`config.mk`:
```
export PLATFORM = sky130hd
export DESIGN_NAME = trip_alarm_ctrl
export DESIGN_NICKNAME = d
export VERILOG_FILES = /design/src/rtl/alm_pkg.sv /design/src/rtl/alm_match.sv /design/src/rtl/alm_burst.sv /design/src/rtl/alm_hold_detect.sv /design/src/rtl/trip_alarm_ctrl.sv
export SDC_FILE = /design/constraint.sdc
export NUM_CORES = 1
export LEC_CHECK = 0
export BUFFER_PORTS_ARGS = -buffer_cell sky130_fd_sc_hd__buf_2
export CAP_MARGIN = 20
export CELL_PAD_IN_SITES_DETAIL_PLACEMENT = 1
export CELL_PAD_IN_SITES_GLOBAL_PLACEMENT = 1
export CORE_MARGIN = 5
export CORE_UTILIZATION = 39
export CTS_CLUSTER_DIAMETER = 150
export DETAILED_ROUTE_END_ITERATION = 10
export PLACE_DENSITY = 0.85
export SYNTH_ARGS = -nofsm -noshare
export SYNTH_HDL_FRONTEND = slang
export SYNTH_SLANG_ARGS = --single-unit
```
`constraint.sdc`:
```
create_clock -name clk -period 3 [get_ports clk]
set_input_delay 0.9 -clock clk [delete_from_list [all_inputs] [get_ports clk]]
set_output_delay 0.9 -clock clk [all_outputs]
set_load 0.03 [all_outputs]
```
`src/rtl/alm_pkg.sv`:
```
package alm_pkg;
    typedef enum logic [1:0] {
        BST_IDLE = 2'd0,
        BST_LOW  = 2'd1,
        BST_GAP  = 2'd2
    } bst_state_e;
endpackage

```
`src/rtl/alm_match.sv`:
```
module alm_match #(
    parameter int CNT_W = 32
) (
    input  logic [CNT_W-1:0] elapsed,
    input  logic [CNT_W-1:0] trip,
    input  logic             pol_inv,
    input  logic             pin_as_input,
    output logic             alarm_act
);
    logic monitor_on;
    logic reached;

    always_comb begin
        // Monitoring needs a programmed trip value and the pin in output use.
        monitor_on = (|trip) && !pin_as_input;
        reached    = (elapsed >= trip);
        alarm_act  = monitor_on && (pol_inv ? !reached : reached);
    end
endmodule

```
`src/rtl/alm_burst.sv`:
```
module alm_burst
    import alm_pkg::*;
#(
    parameter int LOW_TICKS = 125,
    parameter int GAP_TICKS = 875,
    parameter int PULSES    = 4
) (
    input  logic clk,
    input  logic rst_n,
    input  logic tick,
    input  logic start,
    output logic low_nx,
    output logic busy
);
    localparam int PH_MAX = (LOW_TICKS > GAP_TICKS) ? LOW_TICKS : GAP_TICKS;
    localparam int PH_W   = $clog2(PH_MAX + 1);
    localparam int PN_W   = $clog2(PULSES + 1);

    typedef struct packed {
        bst_state_e      state;
        logic [PH_W-1:0] ph;
        logic [PN_W-1:0] pn;
    } bst_regs_t;

    bst_regs_t q, d;

    always_comb begin
        d = q;
        unique case (q.state)
            BST_IDLE: begin
                if (start) begin
                    d.state = BST_LOW;
                    d.ph    = '0;
                    d.pn    = '0;
                end
            end
            BST_LOW: begin
                if (tick) begin
                    if (q.ph == PH_W'(LOW_TICKS - 1)) begin
                        d.state = BST_GAP;
                        d.ph    = '0;
                    end else begin
                        d.ph = q.ph + 1'b1;
                    end
                end
            end
            BST_GAP: begin
                if (tick) begin
                    if (q.ph == PH_W'(GAP_TICKS - 1)) begin
                        d.ph = '0;
                        if (q.pn == PN_W'(PULSES - 1)) begin
                            d.state = BST_IDLE;
                            d.pn    = '0;
                        end else begin
                            d.state = BST_LOW;
                            d.pn    = q.pn + 1'b1;
                        end
                    end else begin
                        d.ph = q.ph + 1'b1;
                    end
                end
            end
            default: d.state = BST_IDLE;
        endcase
        low_nx = (d.state == BST_LOW);
        busy   = (q.state != BST_IDLE);
    end

    always_ff @(posedge clk or negedge rst_n) begin
        if (!rst_n) begin
            q.state <= BST_IDLE;
            q.ph    <= '0;
            q.pn    <= '0;
        end else begin
            q <= d;
        end
    end

    logic [PN_W-1:0] pn_q;
    logic [PH_W-1:0] ph_q;
    logic            run_q;
    assign pn_q  = q.pn;
    assign ph_q  = q.ph;
    assign run_q = (q.state != BST_IDLE);

    // the pulse index stays inside the burst length
    p_pulse_index_r5: assert property (@(posedge clk) disable iff (!rst_n)
        pn_q < PN_W'(PULSES));

    // the phase counter stays below the longer phase length
    p_phase_bound_r5: assert property (@(posedge clk) disable iff (!rst_n)
        ph_q < PH_W'(PH_MAX));

    // while running, the pulse index never moves backwards (no restart)
    p_no_restart_r7: assert property (@(posedge clk) disable iff (!rst_n)
        run_q |=> (!run_q || (pn_q >= $past(pn_q))));
endmodule

```
`src/rtl/alm_hold_detect.sv`:
```
module alm_hold_detect #(
    parameter int HOLD_TICKS = 1000
) (
    input  logic clk,
    input  logic rst_n,
    input  logic tick,
    input  logic armed,
    input  logic pin_in,
    output logic press
);
    localparam int HW = $clog2(HOLD_TICKS + 1);

    typedef struct packed {
        logic [HW-1:0] cnt;
    } hold_regs_t;

    hold_regs_t q, d;

    always_comb begin
        d = q;
        if (!armed || pin_in) begin
            d.cnt = '0;
        end else if (tick && (q.cnt != HW'(HOLD_TICKS))) begin
            d.cnt = q.cnt + 1'b1;
        end
        press = armed && pin_in && (q.cnt == HW'(HOLD_TICKS));
    end

    always_ff @(posedge clk or negedge rst_n) begin
        if (!rst_n) begin
            q.cnt <= '0;
        end else begin
            q <= d;
        end
    end

    logic [HW-1:0] cnt_q;
    assign cnt_q = q.cnt;

    // the hold counter saturates at the required hold length
    p_hold_saturates_r8: assert property (@(posedge clk) disable iff (!rst_n)
        cnt_q <= HW'(HOLD_TICKS));

    // a released pin always restarts the hold measurement
    p_hold_restart_r8: assert property (@(posedge clk) disable iff (!rst_n)
        pin_in |=> (cnt_q == '0));
endmodule

```
`src/rtl/trip_alarm_ctrl.sv`:
```
module trip_alarm_ctrl #(
    parameter int CNT_W      = 32,
    parameter int LOW_TICKS  = 125,
    parameter int GAP_TICKS  = 875,
    parameter int PULSES     = 4,
    parameter int HOLD_TICKS = 1000
) (
    input  logic             clk,
    input  logic             rst_n,
    input  logic             base_tick,
    input  logic [CNT_W-1:0] elapsed,
    input  logic [CNT_W-1:0] trip,
    input  logic             pol_inv,
    input  logic             out_pulsed,
    input  logic             pin_as_input,
    input  logic             pin_in,
    input  logic             flag_clr,
    output logic             pin_drive_low,
    output logic             alarm_flag,
    output logic             ext_rst_en
);
    typedef struct packed {
        logic alarm;
        logic flag;
        logic drive;
        logic rsten;
    } top_regs_t;

    top_regs_t q, d;

    logic alarm_act;
    logic press;
    logic start;
    logic low_nx;
    logic busy;
    logic armed;

    alm_match #(.CNT_W(CNT_W)) u_match (
        .elapsed      (elapsed),
        .trip         (trip),
        .pol_inv      (pol_inv),
        .pin_as_input (pin_as_input),
        .alarm_act    (alarm_act)
    );

    alm_hold_detect #(.HOLD_TICKS(HOLD_TICKS)) u_hold (
        .clk    (clk),
        .rst_n  (rst_n),
        .tick   (base_tick),
        .armed  (armed),
        .pin_in (pin_in),
        .press  (press)
    );

    alm_burst #(
        .LOW_TICKS (LOW_TICKS),
        .GAP_TICKS (GAP_TICKS),
        .PULSES    (PULSES)
    ) u_burst (
        .clk    (clk),
        .rst_n  (rst_n),
        .tick   (base_tick),
        .start  (start),
        .low_nx (low_nx),
        .busy   (busy)
    );

    always_comb begin
        d       = q;
        armed   = !pin_as_input && !q.drive;
        // Rising alarm (reset clears q.alarm, so power-up counts) or a long press.
        start   = out_pulsed && !pin_as_input && alarm_act && !busy
                  && (!q.alarm || press);
        d.alarm = alarm_act;
        d.flag  = alarm_act && !flag_clr;
        d.drive = !pin_as_input && (out_pulsed ? low_nx : alarm_act);
        d.rsten = pin_as_input && pin_in;
    end

    always_ff @(posedge clk or negedge rst_n) begin
        if (!rst_n) begin
            q <= '0;
        end else begin
            q <= d;
        end
    end

    assign pin_drive_low = q.drive;
    assign alarm_flag    = q.flag;
    assign ext_rst_en    = q.rsten;

    // an input-mode pin is never driven
    p_input_mode_no_drive_r10: assert property (@(posedge clk) disable iff (!rst_n)
        ext_rst_en |-> !pin_drive_low);

    // a clear pulse leaves the flag at zero in the next cycle
    p_flag_cleared_r9: assert property (@(posedge clk) disable iff (!rst_n)
        flag_clr |=> !alarm_flag);

    // in level mode the pin drive and the status flag agree
    p_level_mode_r4: assert property (@(posedge clk) disable iff (!rst_n)
        ($past(rst_n) && !$past(out_pulsed) && !$past(pin_as_input) && !$past(flag_clr))
        |-> (pin_drive_low == alarm_flag));

    // no flag while the pin serves as an input
    p_flag_needs_output_r1: assert property (@(posedge clk) disable iff (!rst_n)
        ext_rst_en |-> !alarm_flag);
endmodule

```
After elaboration in Yosys (flattened, before gate mapping)
Index checks and enable logic that the tools add are counted.
Storage, ports and cells
  register bits after elaboration: 29
  output and inout bits: 3
Cells by class
  $add $sub $neg: 3
  $lt $le $gt $ge: 1
  eq/ne operators: 12
  mux-type cells: 17
  reductions and logical operators: 30
Operators by type and width (count)
  2-to-1 mux 10 bit: 4
  >= comparator 32 bit: 1
  OR reduction 32 bit: 1
  2-to-1 mux 15 bit: 2
  one-hot mux 10 bit (3 select lines): 1
  adder 10 x 1 -> 10 bit, second input constant: 2
  equality test 10 bit, second input constant: 2
  logical AND 1 bit: 13
  2-to-1 mux 12 bit: 1
  equality test 10 x 7 -> 1 bit, second input constant: 1
  inequality test 10 bit, second input constant: 1
  AND reduction 4 bit: 2
  zero test 1 bit: 7
  2-to-1 mux 3 bit: 2
  inequality test 2 bit, second input constant: 3
  one-hot mux 2 bit (3 select lines): 1
  one-hot mux 3 bit (2 select lines): 1
  nonzero test 2 bit: 3
  equality test 2 x 1 -> 1 bit, second input constant: 2
  2-to-1 mux 2 bit: 2
  adder 3 x 1 -> 3 bit, second input constant: 1
  equality test 3 x 2 -> 1 bit, second input constant: 1
  2-to-1 mux 1 bit: 3
  nonzero test 3 bit: 1
  other kinds (4): 5

Longest topological paths before layout
  depth in word-level cells: 12
  mapped depth: 10
  mapped depth without buffers: 9

Hierarchy
Synthesis repeated with hierarchy kept, for this count alone.
Unflattened totals
  cell total of the unflattened synthesis: 318
  area, all modules: 2722.6 um^2
By module, submodules not included
  alm_burst: instances 1, cells an instance 115, area an instance 1039.7 um^2, sequential area each 375.4 um^2
  alm_match: instances 1, cells an instance 124, area an instance 912.1 um^2, sequential area each 0.0 um^2
  alm_hold_detect: instances 1, cells an instance 67, area an instance 618.1 um^2, sequential area each 250.2 um^2
  trip_alarm_ctrl: instances 1, cells an instance 12, area an instance 152.6 um^2, sequential area each 100.1 um^2

Worst setup path before layout
No wires, ideal clock.
  path type: input to register
  start: in trip[13]
  end: reg q, in the netlist pin_drive_low
  library setup time: 0.099 ns
  arrival: 3.032 ns
  required time: 2.901 ns
  setup slack: -0.132 ns
  stages: 10
  buffers on the path: 1
  path through: inv_1 > ha_1 > nand4_1 > nor3_1 > or4b_1 > a41oi_2 > o21ai_2 > buf_6 > a311o_1 > a311oi_1
RTL lines
  start, declared: RTL line trip_alarm_ctrl.sv:12  | input logic [CNT_W-1:0] trip,
  end signal, assigned: RTL line trip_alarm_ctrl.sv:82  | q <= '0;
  end signal, assigned: RTL line trip_alarm_ctrl.sv:84  | q <= d;
  end, declared: RTL line trip_alarm_ctrl.sv:29  | top_regs_t q, d;

Worst setup path after layout
  start: in trip[11]
  end: reg u_burst.q, in the netlist u_burst.pn_q[1]
On the way
  cells in the longest elaborated chain, start to end: 9
  elaborated cells on any way between the ends: 11
  those cells by class: order compare (1); eq/ne (1); mux (1); reduce/logical (8)
Ends and longest elaborated chain
  >= comparator 32 bit: RTL line alm_match.sv:16  | reached = (elapsed >= trip);
  zero test 1 bit: RTL line alm_match.sv:17  | alarm_act = monitor_on && (pol_inv ? !reached : reached);
  2-to-1 mux 1 bit: RTL line alm_match.sv:17
  logical AND 1 bit *: RTL line alm_match.sv:17
  logical AND 1 bit * (2 in series): RTL line trip_alarm_ctrl.sv:72  | start = out_pulsed && !pin_as_input && alarm_act && !busy
  logical AND 1 bit *: RTL line trip_alarm_ctrl.sv:73  | && (!q.alarm || press);
  inequality test 2 bit (no source line) *
  AND reduction 4 bit (no source line) *
  end, declared: RTL line alm_burst.sv:25  | bst_regs_t q, d;
Mark *: on every way between the ends. The rest lies on a longest branch, timed or not.
A chain may end at the register's enable or synchronous reset.

==> metrics.csv <==
stage;metric;value;unit
outcome;status;finished with violations;
outcome;failed_checks;negative setup slack;
place;place_hpwl;7626;um
critical_path;crit_path_end_kind;flop;
sta;tightest_slew;0.7969;ns
power_and_ir_drop;p_per_area;352.8;mW/mm^2
floorplan;core_area;0.006832;mm^2
worst_hold_path;hold_end;u_burst.pn_q[2];
worst_hold_path;holdPathStages;1;
sta;clock.fmax;318.9;MHz
global_route;grt_pass1_vias;3381;
critical_path;cp.arrival;3.30;ns
global_route;grtUsageTotal;22.57;%
clock_network;htreeDepth;2;
yosys;synthFlopType;dfrtp_1;
drt;routedWlPerCell;21.05;um
global_route;grt_pass1_wl;15940;um
job;max-cap-violations;0;
final_layout;layout-drive-gt1-share;39.11;%
yosys;yosys_warnings;0;
drt;vias_per_cell;5.753;
critical_path;path_max_fanout;7;
place;post_dp_cell_area;0.003576;mm^2
sta;rsz0062_at_grt;yes;
power_and_ir_drop;switching_share;38.83;%
final_layout;final_area;0.003999;mm^2
yosys;netlist_area;0.002746;mm^2
power_and_ir_drop;internal_power;0.8631;mW
sta;period_needed;3.136;ns
clock_network;root_buffer;clkbuf_8;
floorplan;dieArea;0.008820;mm^2
yosys;seq_area_frac_synth;26.42;%
critical_path;r2r-end;pin_drive_low;
place;numPortBuffers;74;
floorplan;io_pins;75;
place;gp_congestion;0.8305;
clock_network;clock_sinks;29;
floorplan;start_util;40.20;%
clock_network;cts_hold_buf;0;
sta;max_slew_margin;46.38;%
yosys;synthesis.area_per_instance;8.424;um^2
clock_network;clk_latency;0.29;ns
final_layout;mostFrequentLayoutCell;buf_2;
clock_network;cts_tree;built;
critical_path;crit_type;in -> reg;
power_and_ir_drop;combPwrFrac;47.0;%
sta;final.setup.worst_slack;-0.1357;ns
drt;drt_first_pass_iters;4;
sta;timing.final.crit_share;104.5;%
yosys;syn_inst;326;
power_and_ir_drop;clkPwrFrac;22.9;%
sta;slew_violations;0;
final_layout;most-common-layout-cells;buf_2 (68), inv_1 (48), buf_4 (47), ha_1 (37), dfrtp_1 (29);
final_layout;nets;563;
floorplan;die_h;93.92;um
sta;hold_viol;0;
clock_network;numCtsBuffers;5;
global_route;grt_max_degree;30;
drt;drc_errors;0;
yosys;synth_cell_types;58;
power_and_ir_drop;seqPwrFrac;30.1;%
critical_path;worstPathRequired;3.17;ns
critical_path;startpoint_type;input port;
drt;drt-total-wl;11520;um
sta;finalSetupViolations;13;
drt;num_vias;3147;
final_layout;fin_cells;547;
drt;drt_iter0_markers;111;
yosys;ys_ff_latch;29;
critical_path;r2r_slack;0.16;ns
yosys;synth_edf_count;0;
final_layout;num-fill-cells;840;
power_and_ir_drop;p_switching;0.5478;mW
power_and_ir_drop;leakagePower;1.904;nW
critical_path;r2r-start;u_burst.ph_q[0];
floorplan;rows;30;
clock_network;clkTransAtPathRegs;0.06;ns
final_layout;areaGrowthSynthToFinish;45.60;%
clock_network;clockBufferDepth;2;
sta;skew;0.005290;ns
drt;ant_nets;0;
worst_hold_path;hold_class;reg -> reg;
yosys;ys_async_sr_fraction;100.0;%
power_and_ir_drop;irDropWorstVdd;0.1805;mV
place;place_inst;535;
worst_hold_path;worstHoldStart;u_burst.pn_q[2];
floorplan;die_w;93.92;um
critical_path;r2r_cells;9;
global_route;gr-total-overflow;0;
global_route;antenna_found_initial;1;
yosys;syn-num-nets;440;
## worst max-delay path by stage
stage          depth (start not counted)  slack, ns              end         start
6_report                              11      -0.14  u_burst.pn_q[1]      trip[11]
4_1_cts                               11      -0.01  u_burst.pn_q[1]      trip[11]
5_1_grt                                9      -0.22    pin_drive_low  pin_as_input
2_1_floorplan                         10     -0.009    pin_drive_low      trip[13]
3_3_place_gp                          11      -0.30  u_burst.ph_q[1]      trip[19]
3_5_place_dp                          11      -0.48  u_burst.ph_q[1]      trip[22]
## flip-flops by register name, summed over array words and instances (netlist names)
name / flops
alarm_flag: 1
ext_rst_en: 1
pin_drive_low: 1
q: 1
u_burst.ph_q: 10
u_burst.pn_q: 3
u_burst.q: 2
u_hold.cnt_q: 10
## area by class of cell
class	count	area, um^2	share of cell area (%)
inverters	52	200.2	5.006
well taps	96	120.1	3.004
flip-flops and latches	29	725.7	18.15
multi-input cells	238	2077	51.94
clock buffers	6	72.57	1.815
clock inverters	2	10.01	0.2503
repair buffers	123	790.8	19.77
diodes	1	2.502	0.06258
## routing by layer
layer | share of wire [%] | wire length, um | vias to the layer above | track usage, %
li1 | - | - | 1435 | -
met1 | 38 | 4396 | 1570 | 24.79
met2 | 53 | 6157 | 97 | 42.16
met3 | 4.0 | 457 | 45 | 5.128
met4 | 4.4 | 503 | 0 | 7.702
met5 | 0 | 0 | - | 0
## stage by stage
stage	util (%)	power, mW	TNS (ns)	setup WS, ns	hold slack, ns
floorplan	-	0.7327	-0.009064	-0.009064	0.4848
finish	58.53	1.411	-0.8700	-0.1357	0.5317
global placement	52.34	0.9247	-2.684	-0.2966	0.4942
CTS	54.54	1.298	-0.01341	-0.009810	0.5361
global route	58.53	1.471	-2.164	-0.2178	0.5620
detailed placement	52.34	0.9536	-4.998	-0.4830	0.5275
## cell families (layout without fill, tap and decap cells)
kind of cell / after synthesis / after routing / synth area share, %
AOI/OAI and AO/OA: 71 / 71 / 19.50
xor gates and xnor gates: 7 / 7 / 2.232
adders and majority gates: 42 / 42 / 19.13
buffers and inverters: 59 / 183 / 8.383
DFF: 29 / 29 / 26.42
muxes: 5 / 5 / 2.004
other: 0 / 1 / 0
and+or+nand+nor: 113 / 113 / 22.32
## worst max-delay path: stages
cell and delay (ns):
buf_2 0.11, inv_1 0.06, ha_1 0.31, nand2_2 0.08, nor3_2 0.20, or4b_4 0.51, a41oi_4 0.30, o21ai_4 0.13
buf_6 0.15, a31oi_4 0.22, mux2_4 0.33
## Yosys cell counts (all sizes together) (2+ instances only)
cell | n | area [um^2]
xnor2 | 2 | 17.52
nand3 | 9 | 45.04
nor2b | 7 | 43.79
clkbuf | 5 | 18.77
o21bai | 2 | 15.01
o2111a | 2 | 22.52
nand3b | 4 | 30.03
and3 | 3 | 18.77
nand4b | 2 | 17.52
nand2 | 21 | 78.83
nand4 | 7 | 43.79
dfrtp | 29 | 725.7
nor2 | 21 | 78.83
nand2b | 5 | 31.28
a41o | 2 | 20.02
ha | 42 | 525.5
inv | 52 | 195.2
a21oi | 16 | 80.08
o31ai | 2 | 15.01
xor2 | 5 | 43.79
nor3 | 8 | 45.04
o2111ai | 2 | 17.52
o2bb2ai | 7 | 61.31
a31oi | 5 | 37.53
o21ai | 10 | 53.80
nor4 | 12 | 75.07
or3b | 2 | 17.52
or3 | 4 | 25.02
buf | 2 | 16.26
o21a | 2 | 15.01
and2 | 2 | 12.51
mux2 | 4 | 45.04
a311oi | 10 | 93.84
## repair_timing
item                                    CTS  global route
endpoints found under the setup margin    6            14
pin swaps                                 4            14
endpoints found under the hold margin     0             0
resized for setup                         8            45
setup buffers                             1             2
## power by group through the flow
stage | logic [mW] | registers (mW) | clock network [mW]
floorplan | 0.300 | 0.433 | 0
global placement | 0.498 | 0.427 | 0
detailed placement | 0.526 | 0.427 | 0
CTS | 0.549 | 0.422 | 0.326
global route | 0.704 | 0.425 | 0.341
finish | 0.663 | 0.424 | 0.324
Note: power is estimated with default switching activity, not from simulation.
